$ cat config.mk
export PLATFORM = sky130hd
export DESIGN_NAME = lbus_txn_engine
export DESIGN_NICKNAME = d
export VERILOG_FILES = /design/src/rtl/lbus_pkg.sv /design/src/rtl/lbus_word_in.sv /design/src/rtl/lbus_byte_out.sv /design/src/rtl/lbus_txn_engine.sv
export SDC_FILE = /design/constraint.sdc
export NUM_CORES = 1
export LEC_CHECK = 0
export BUFFER_PORTS_ARGS = -buffer_cell sky130_fd_sc_hd__clkbuf_2
export CORE_MARGIN = 8
export CORE_UTILIZATION = 40
export CTS_CLUSTER_SIZE = 12
export DETAILED_ROUTE_END_ITERATION = 10
export GPL_TIMING_DRIVEN = 0
export MAX_ROUTING_LAYER = met4
export SETUP_SLACK_MARGIN = 0.2
export SKIP_LAST_GASP = 1
export SLEW_MARGIN = 20
export SYNTH_ARGS = -nofsm -noshare
export SYNTH_HDL_FRONTEND = slang
export SYNTH_HIERARCHICAL = 1
export SYNTH_SLANG_ARGS = --single-unit
export TNS_END_PERCENT = 50
$ cat constraint.sdc
create_clock -name clk -period 2.5 [get_ports clk]
set_input_delay 0 -clock clk [delete_from_list [all_inputs] [get_ports clk]]
set_output_delay 0 -clock clk [all_outputs]
set_load 0.01 [all_outputs]
$ cat src/rtl/lbus_pkg.sv
package lbus_pkg;
    localparam logic [3:0] CMD_RD  = 4'd1;
    localparam logic [3:0] CMD_WR  = 4'd2;
    localparam logic [3:0] CMD_RMW = 4'd3;

    localparam logic [3:0] STS_OK   = 4'd0;
    localparam logic [3:0] STS_BERR = 4'd1;
    localparam logic [3:0] STS_TMO  = 4'd2;
    localparam logic [3:0] STS_BAD  = 4'd3;

    typedef enum logic [3:0] {
        S_HDR, S_ADDR, S_WDATA, S_MASK, S_SET, S_CYC, S_DATA, S_DRAIN, S_STAT
    } eng_state_t;
endpackage

$ cat src/rtl/lbus_word_in.sv
module lbus_word_in #(
    parameter int BYTES = 4,
    localparam int WW = 8 * BYTES,
    localparam int CW = $clog2(BYTES + 1)
) (
    input  logic          clk,
    input  logic          rst,
    input  logic          in_valid,
    input  logic [7:0]    in_data,
    input  logic          in_first,
    input  logic          in_last,
    output logic          in_ready,
    output logic          w_valid,
    output logic [WW-1:0] w_data,
    output logic          w_last,
    input  logic          w_take
);
    typedef struct packed {
        logic [WW-1:0] word;
        logic [CW-1:0] cnt;
        logic          full;
        logic          last;
    } win_t;

    win_t r_q, r_d;
    logic [CW-1:0] nxt_cnt;

    assign in_ready = !r_q.full || w_take;
    assign w_valid  = r_q.full;
    assign w_data   = r_q.word;
    assign w_last   = r_q.last;

    always_comb begin
        r_d     = r_q;
        nxt_cnt = (in_first ? '0 : r_q.cnt) + 1'b1;
        if (w_take) r_d.full = 1'b0;
        if (in_valid && in_ready) begin
            r_d.word = {r_q.word[WW-9:0], in_data};
            if (nxt_cnt == CW'(BYTES) || in_last) begin
                r_d.full = 1'b1;
                r_d.last = in_last;
                r_d.cnt  = '0;
            end else begin
                r_d.cnt  = nxt_cnt;
            end
        end
    end

    always_ff @(posedge clk) begin
        if (rst) r_q <= '0;
        else     r_q <= r_d;
    end
endmodule

$ cat src/rtl/lbus_byte_out.sv
module lbus_byte_out #(
    parameter int BYTES = 4,
    localparam int WW = 8 * BYTES,
    localparam int CW = $clog2(BYTES + 1)
) (
    input  logic          clk,
    input  logic          rst,
    input  logic          ld,
    input  logic [WW-1:0] ld_word,
    input  logic          ld_first,
    input  logic          ld_last,
    output logic          free,
    output logic          out_valid,
    output logic [7:0]    out_data,
    output logic          out_first,
    output logic          out_last,
    input  logic          out_ready
);
    typedef struct packed {
        logic [WW-1:0] sh;
        logic [CW-1:0] left;
        logic          first;
        logic          last;
    } bout_t;

    bout_t r_q, r_d;

    assign out_valid = (r_q.left != '0);
    assign out_data  = r_q.sh[WW-1 -: 8];
    assign out_first = r_q.first && (r_q.left == CW'(BYTES));
    assign out_last  = r_q.last && (r_q.left == CW'(1));
    assign free      = (r_q.left == '0) || ((r_q.left == CW'(1)) && out_ready);

    always_comb begin
        r_d = r_q;
        if (ld) begin
            r_d.sh    = ld_word;
            r_d.left  = CW'(BYTES);
            r_d.first = ld_first;
            r_d.last  = ld_last;
        end else if (out_valid && out_ready) begin
            r_d.sh    = {r_q.sh[WW-9:0], 8'h00};
            r_d.left  = r_q.left - 1'b1;
        end
    end

    always_ff @(posedge clk) begin
        if (rst) r_q <= '0;
        else     r_q <= r_d;
    end
endmodule

$ cat src/rtl/lbus_txn_engine.sv
module lbus_txn_engine
    import lbus_pkg::*;
#(
    parameter int AW = 32,
    parameter int DW = 32,
    parameter int CNT_W = 16,
    parameter int TMO_CYCLES = 255,
    localparam int BYTES = DW / 8,
    localparam int TW = $clog2(TMO_CYCLES + 1)
) (
    input  logic          clk,
    input  logic          rst,
    input  logic          in_valid,
    input  logic [7:0]    in_data,
    input  logic          in_first,
    input  logic          in_last,
    output logic          in_ready,
    output logic          out_valid,
    output logic [7:0]    out_data,
    output logic          out_first,
    output logic          out_last,
    input  logic          out_ready,
    output logic [AW-1:0] bus_addr,
    output logic [DW-1:0] bus_wdata,
    output logic          bus_strobe,
    output logic          bus_write,
    input  logic [DW-1:0] bus_rdata,
    input  logic          bus_ack,
    input  logic          bus_err
);
    typedef struct packed {
        eng_state_t       st;
        logic [DW-1:0]    hdr;
        logic [AW-1:0]    addr;
        logic [DW-1:0]    wdata;
        logic [DW-1:0]    mask;
        logic [DW-1:0]    setv;
        logic [DW-1:0]    rword;
        logic [CNT_W-1:0] rem;
        logic [TW-1:0]    tmo;
        logic [3:0]       stat;
        logic             pend_last;
        logic             to_last;
        logic             strobe;
        logic             wr;
        logic             first;
    } eng_t;

    eng_t r_q, r_d;

    logic          w_valid, w_last, w_take;
    logic [DW-1:0] w_data;
    logic          ld, ld_first, ld_last, ser_free;
    logic [DW-1:0] ld_word;
    logic [3:0]    kind, w_kind;
    logic [CNT_W-1:0] cnt;
    logic          tmo_hit;

    lbus_word_in #(.BYTES(BYTES)) u_win (
        .clk(clk), .rst(rst), .in_valid(in_valid), .in_data(in_data),
        .in_first(in_first), .in_last(in_last), .in_ready(in_ready),
        .w_valid(w_valid), .w_data(w_data), .w_last(w_last), .w_take(w_take)
    );

    lbus_byte_out #(.BYTES(BYTES)) u_bout (
        .clk(clk), .rst(rst), .ld(ld), .ld_word(ld_word), .ld_first(ld_first),
        .ld_last(ld_last), .free(ser_free), .out_valid(out_valid),
        .out_data(out_data), .out_first(out_first), .out_last(out_last),
        .out_ready(out_ready)
    );

    assign kind       = r_q.hdr[DW-1 -: 4];
    assign w_kind     = w_data[DW-1 -: 4];
    assign cnt        = r_q.hdr[CNT_W-1:0];
    assign tmo_hit    = (r_q.tmo == TW'(TMO_CYCLES - 1));
    assign bus_addr   = r_q.addr;
    assign bus_wdata  = r_q.wdata;
    assign bus_strobe = r_q.strobe;
    assign bus_write  = r_q.wr;

    always_comb begin
        r_d      = r_q;
        w_take   = 1'b0;
        ld       = 1'b0;
        ld_word  = '0;
        ld_first = 1'b0;
        ld_last  = 1'b0;
        unique case (r_q.st)
            S_HDR: if (w_valid) begin
                w_take      = 1'b1;
                r_d.hdr     = w_data;
                r_d.pend_last = w_last;
                r_d.stat    = STS_OK;
                r_d.st      = S_ADDR;
                if (!(w_kind == CMD_RD || w_kind == CMD_WR || w_kind == CMD_RMW) || w_last) begin
                    r_d.stat    = STS_BAD;
                    r_d.to_last = 1'b1;
                    r_d.st      = w_last ? S_STAT : S_DRAIN;
                end
            end
            S_ADDR: if (w_valid) begin
                w_take        = 1'b1;
                r_d.addr      = w_data[AW-1:0];
                r_d.pend_last = w_last;
                r_d.rem       = (kind == CMD_RMW) ? CNT_W'(2) : cnt;
                r_d.tmo       = '0;
                if (kind == CMD_RMW)      r_d.st = S_MASK;
                else if (cnt == '0)       r_d.st = S_STAT;
                else if (kind == CMD_WR)  r_d.st = S_WDATA;
                else begin
                    r_d.st     = S_CYC;
                    r_d.strobe = 1'b1;
                    r_d.wr     = 1'b0;
                end
            end
            S_WDATA, S_MASK, S_SET: if (w_valid) begin
                w_take        = 1'b1;
                r_d.pend_last = w_last;
                r_d.tmo       = '0;
                if (r_q.st == S_MASK) begin
                    r_d.mask = w_data;
                    r_d.st   = S_SET;
                end else begin
                    if (r_q.st == S_SET) r_d.setv  = w_data;
                    else                 r_d.wdata = w_data;
                    r_d.st     = S_CYC;
                    r_d.strobe = 1'b1;
                    r_d.wr     = (r_q.st == S_WDATA);
                end
            end
            S_CYC: begin
                if (bus_err || (!bus_ack && tmo_hit)) begin
                    r_d.strobe = 1'b0;
                    r_d.wr     = 1'b0;
                    r_d.stat   = bus_err ? STS_BERR : STS_TMO;
                    r_d.st     = S_STAT;
                    if (kind == CMD_WR && r_q.rem > CNT_W'(1)) begin
                        r_d.rem     = r_q.rem - 1'b1;
                        r_d.to_last = 1'b0;
                        r_d.st      = S_DRAIN;
                    end
                end else if (bus_ack) begin
                    r_d.strobe = 1'b0;
                    r_d.wr     = 1'b0;
                    r_d.rem    = r_q.rem - 1'b1;
                    if (kind == CMD_RD) begin
                        r_d.rword = bus_rdata;
                        r_d.addr  = r_q.addr + 1'b1;
                        r_d.st    = S_DATA;
                    end else if (kind == CMD_WR) begin
                        r_d.addr  = r_q.addr + 1'b1;
                        r_d.st    = (r_q.rem == CNT_W'(1)) ? S_STAT : S_WDATA;
                    end else if (r_q.rem == CNT_W'(2)) begin
                        r_d.rword = bus_rdata;
                        r_d.wdata = (bus_rdata & r_q.mask) | r_q.setv;
                        r_d.st    = S_DATA;
                    end else begin
                        r_d.st    = S_STAT;
                    end
                end else begin
                    r_d.tmo = r_q.tmo + 1'b1;
                end
            end
            S_DATA: if (ser_free) begin
                ld        = 1'b1;
                ld_word   = r_q.rword;
                ld_first  = r_q.first;
                r_d.first = 1'b0;
                r_d.tmo   = '0;
                if (r_q.rem == '0) r_d.st = S_STAT;
                else begin
                    r_d.st     = S_CYC;
                    r_d.strobe = 1'b1;
                    r_d.wr     = (kind == CMD_RMW);
                end
            end
            S_DRAIN: if (w_valid) begin
                w_take        = 1'b1;
                r_d.pend_last = w_last;
                if (r_q.to_last) begin
                    if (w_last) r_d.st = S_STAT;
                end else begin
                    r_d.rem = r_q.rem - 1'b1;
                    if (r_q.rem == CNT_W'(1)) r_d.st = S_STAT;
                end
            end
            S_STAT: if (ser_free) begin
                ld        = 1'b1;
                ld_word   = {r_q.hdr[DW-1 -: 4], r_q.stat, r_q.hdr[DW-9:0]};
                ld_first  = r_q.first;
                ld_last   = r_q.pend_last;
                r_d.first = r_q.pend_last;
                r_d.st    = S_HDR;
            end
            default: r_d.st = S_HDR;
        endcase
    end

    always_ff @(posedge clk) begin
        if (rst) begin
            r_q       <= '0;
            r_q.first <= 1'b1;
        end else begin
            r_q <= r_d;
        end
    end
endmodule

After elaboration in Yosys (flattened, before gate mapping)
Index checks and enable logic that the tools add are counted.
Storage, ports and cells
  logic and storage cells: 232
  register bits after elaboration: 303
  output and inout port bits: 78
Cells by class
  add/subtract/negate cells: 5
  $lt $le $gt $ge: 1
  reductions and logical operators: 51
  multiplexer cells: 98
  equality and inequality tests: 49
  bitwise operators: 4
Operators by type and width (count)
  32-bit 2-to-1 mux: 16
  32-bit case mux with 2 select lines: 3
  64-bit 2-to-1 mux: 2
  16-bit 2-to-1 mux: 6
  96-bit 2-to-1 mux: 1
  4-bit 2-to-1 mux: 21
  35-bit 2-to-1 mux: 2
  16-bit case mux with 3 select lines: 1
  36-bit 2-to-1 mux: 1
  2-bit != test (second input constant): 18
  32-bit by 1-bit adder with 32-bit output (second input constant): 1
  32-bit bitwise AND: 1
  16-bit zero test: 2
  8-bit 2-to-1 mux: 4
  32-bit bitwise OR: 1
  8-bit case mux with 4 select lines: 1
  4-bit case mux with 7 select lines: 1
  2-bit 2-to-1 mux: 13
  4-bit by 2-bit equality test with 1-bit output (second input constant): 6
  24-bit 2-to-1 mux: 1
  9-bit AND reduction: 2
  16-bit by 1-bit equality test with 1-bit output (second input constant): 1
  16-bit by 2-bit equality test with 1-bit output (second input constant): 1
  4-bit by 3-bit equality test with 1-bit output (second input constant): 4
  other kinds (38): 98

Longest topological paths before layout
  depth after elaboration: 8
  depth in mapped cells: 11
  depth with buffers taken out: 10

Cells and area by module
The synthesis kept the hierarchy.
By module, submodules not included
  lbus_txn_engine: instances 1, cells an instance 1482, area each 11340.9 µm²
  lbus_byte_out: instances 1, cells an instance 221, area each 2070.7 µm²
  lbus_word_in: instances 1, cells an instance 215, area each 1809.2 µm²

Worst setup path before layout
No wires, ideal clock.
  path type: flip-flop to flip-flop
  from: register r_q[9] (netlist name)
  to: register r_q (netlist bit bus_addr[28])
  arrival: 2.258 ns
  clock period less this slack: 2.335 ns
  cell stages (with the launch flop): 9
  required time: 2.423 ns
  setup time: 0.077 ns
  setup slack: 0.165 ns
  cells stage by stage: dfxtp_1 > inv_1 > ha_1 > and4b_4 > a211o_4 > a21o_1 > or2_1 > or4_4 > a41oi_2
On the way
  word-level cells in the longest chain between the ends: 5
RTL lines
  start: declaration: RTL line lbus_txn_engine.sv:49  | eng_t r_q, r_d;
  start signal: assignment: RTL line lbus_txn_engine.sv:204  | r_q <= r_d;
  8-bit equality test: RTL line lbus_txn_engine.sv:75  | assign tmo_hit = (r_q.tmo == TW'(TMO_CYCLES - 1));
  1-bit logical AND: RTL line lbus_txn_engine.sv:132  | if (bus_err || (!bus_ack && tmo_hit)) begin
  1-bit logical OR: RTL line lbus_txn_engine.sv:132
  2-bit != test (no source line)
  5-bit AND reduction (no source line)
No other way between the ends.
A chain may end at the register's enable or synchronous reset.

Final worst setup path
Ends and elaborated chain as after synthesis.

==> impl_metrics.toml <==
[status]
status = "finished, final reports clean"

[grt]
antenna_found_initial = 0
grt_pass1_vias = 14460
grt_pass1_wl_um = 84300
overflow = 0
grtUsageTotal = 0.2465
grt_max_degree = 13

[floorplanning]
die-area_um2 = 44550
die_x_um = 211.1
initial_core_util = 0.4051
io_pins = 126
die_y_um = 211.1
core_area_um2 = 37580
rows = 71

[sta]
slew_viol_final = 0
hold_violations = 0
setup_viol = 0
relSlewSlack = 0.4219
rsz0062_at_grt = "true"
clock.fmax_mhz = 418.0
tightest_slew_ns = 0.8671
period_minus_slack_ns = 2.393
finalCritPeriodShare = 0.9570
skew_ns = 0.01639

[clock_tree]
path_clk_slew_ns = 0.06
cts_tree = "yes"
htreeDepth = 2
clk_latency_ns = 0.52
cts_sinks = 297
cts_root_buf = "clkbuf_16"
cts-buffers-inserted = 35
cts_buffer_depth = 3

[layout]
fin_util = 0.5010
fin_cells = 2691
fin_nets = 2220
layout_commonest_cell = "dfxtp_1"
drive_above_1_share = 0.2321
fillerInstances = 3666
antenna_cells = 0
syn_to_final_growth_pct = 23.68
final_cell_mix = "290 x dfxtp_1, 258 x nand2_1, 224 x a21oi_1, 175 x nor2_1, 160 x clkbuf_2"

[yosys]
syn-cell-area_um2 = 15220
seq_area_frac_synth = 0.3906
yosysUniqueCellTypes = 91
synth-edff-count = 0
syn_nets = 1978
synth_flop_cell = "dfxtp_1"
synthMuxAreaShare = 0.02581
synth-async-reset-ratio = 0
synth_cells = 1918
synth_compound_area_frac = 0.2465
avgSynthCellArea_um2 = 7.936
synth_top_family_by_area = "compound AO/OA/AOI/OAI gates"
synthAdderAreaFrac = 0.009864
synth_xor_area_frac = 0.008056
synthSimpleGateAreaFrac = 0.2045
ys_ff_latch = 297
yosysWarnings = 6

[pwr]
powerDensity_nw_per_um2 = 724.0
p_seq_frac = 0.379
leakage_nw = 6.636
ir_drop_mv = 0.4374
internal_power_mw = 9.385
p_sw_frac = 0.3114
clkPwrFrac = 0.355
power_frac_comb = 0.266
p_sw_mw = 4.245

[detailed_routing]
drt_iter0_drc = 1469
first_pass_iters = 6
postRouteWirelength_um = 55160
ant_nets = 0
routed_via_density = 5.573
wl_per_cell_um = 20.50
drc_errors = 0
vias = 15000

[worst_hold_path]
hp-class = "input pin to flop"

[critical_path]
max_stage_delay_ns = 0.48
path_max_fanout = 6
cp.arrival_ns = 2.82
startpoint_type = "flop"
crit_path_end_kind = "flop"
cp_slowest_cell = "or4_4"
cp_cell_sequence = "inv_2 -> ha_2 -> and4b_4 -> a211o_4 -> a21o_4 -> or2_4 -> or4_4 -> a41oi_2"
worstSetupPathType = "flop to flop"
cp.required_ns = 2.93

[placed_design]
io_buffers = 123
dp_hpwl_um = 40280
gp_congestion = 0.9482
dpl.cell_count = 2552

[job]
max_cap_viol_count = 0
## flip-flops by register name (all words and copies together), names as in the netlist
register,count
bus_addr,32
u_win/w_valid,1
cnt,16
u_win/r_q,3
bus_strobe,1
u_win/w_last,1
bus_write,1
u_bout/r_q,29
u_win/w_data,32
r_q,137
kind,4
bus_wdata,32
u_bout/out_data,8
## per-layer routing
| metal | share of wire | up-vias | wire [um] | GRT usage |
|---|---|---|---|---|
| met5 | 0 | - | 0 | - |
| met4 | 0.042 | 0 | 2296 | 0.09484 |
| met3 | 0.063 | 136 | 3493 | 0.02804 |
| met2 | 0.46 | 612 | 25570 | 0.3965 |
| met1 | 0.43 | 7092 | 23800 | 0.3147 |
| li1 | - | 7158 | - | - |
## cells in the mapped netlist, types with 25 or more instances
library cell / count / share of area
buf_4: 110 / 0.054
buf_2: 25 / 0.0082
a22oi_1: 36 / 0.018
a21oi_1: 224 / 0.074
nor2b_1: 43 / 0.018
nand3_1: 68 / 0.022
dfxtp_1: 297 / 0.39
inv_1: 43 / 0.011
o21ai_0: 98 / 0.032
nor2_1: 177 / 0.044
a211oi_1: 44 / 0.022
a31oi_1: 64 / 0.026
nand2_1: 259 / 0.064
mux2i_1: 37 / 0.024
clkbuf_1: 100 / 0.025
## power groups by stage
| stage | Sequential (mW) | Clock (mW) | Combinational (mW) |
|---|---|---|---|
| final | 5.17 | 4.84 | 3.62 |
| after global routing | 5.19 | 5.11 | 3.88 |
| after CTS | 5.14 | 4.92 | 3.30 |
| after detailed placement | 5.23 | 0 | 3.07 |
| after global placement | 5.23 | 0 | 3.05 |
| after floorplan | 5.16 | 0 | 2.22 |
## metrics by stage
step	setup slack, ns	TNS, ns	hold WS, ns	cell area (um2)	power [mW]
finish	0.1074	0	0.2636	18830	13.63
global route	0.06422	0	0.2581	18830	14.18
CTS	0.04188	0	0.2414	18350	13.35
detailed placement	-0.5702	-65.67	0.2409	16480	8.301
global placement	-0.5528	-61.24	0.2415	16480	8.277
floorplan	0.2183	0	0.1361	15220	7.381
## worst max-delay path, delay by kind of cell (launching register included)
family | cells | cell delay, ns
AND/OR/NAND/NOR | 3 | 0.93
buffers and inverters | 1 | 0.05
flip-flops | 1 | 0.35
adder cells (fa/ha/maj) | 1 | 0.18
AO/OA/AOI/OAI | 3 | 0.80
## timing repair
item	4_1_cts	5_1_grt
endpoints found under the setup margin	284	247
endpoints found under the hold margin	56	0
pin swaps	7	19
buffers inserted	16	16
hold buffers	49	0
gates cloned	0	1
resized for setup	63	127
## logic make-up after synthesis
logic type,Yosys count
muxes,39
buffers and inverters,304
xor gates and xnor gates,14
AOI/OAI and AO/OA,585
DFF,297
and+or+nand+nor,667
adders and majority gates,12
## final cells by class
cell class | instances | area, um2 | share of cell area
Multi-Input combinational cell | 1317 | 7833 | 0.4161
Sequential cell | 297 | 5957 | 0.3164
Buffer | 258 | 1753 | 0.09311
Timing Repair Buffer | 205 | 1395 | 0.07411
Clock buffer | 54 | 1047 | 0.05563
Tap cell | 511 | 639.4 | 0.03396
Inverter | 46 | 182.7 | 0.009704
Clock inverter | 3 | 18.77 | 0.0009969
## path summary, 6_finish.rpt
path	from	to	slack, ns	depth (start not counted)
worst max-delay path	r_q[9]	bus_addr[28]	0.11	8
worst min-delay path	in_data[7]	u_win/w_data[7]	0.26	4
worst max register to register	r_q[9]	bus_addr[28]	0.11	8
worst min register to register	r_q[213]	r_q[213]	0.45	2
No activity file was read; power rests on OpenSTA's default activity.
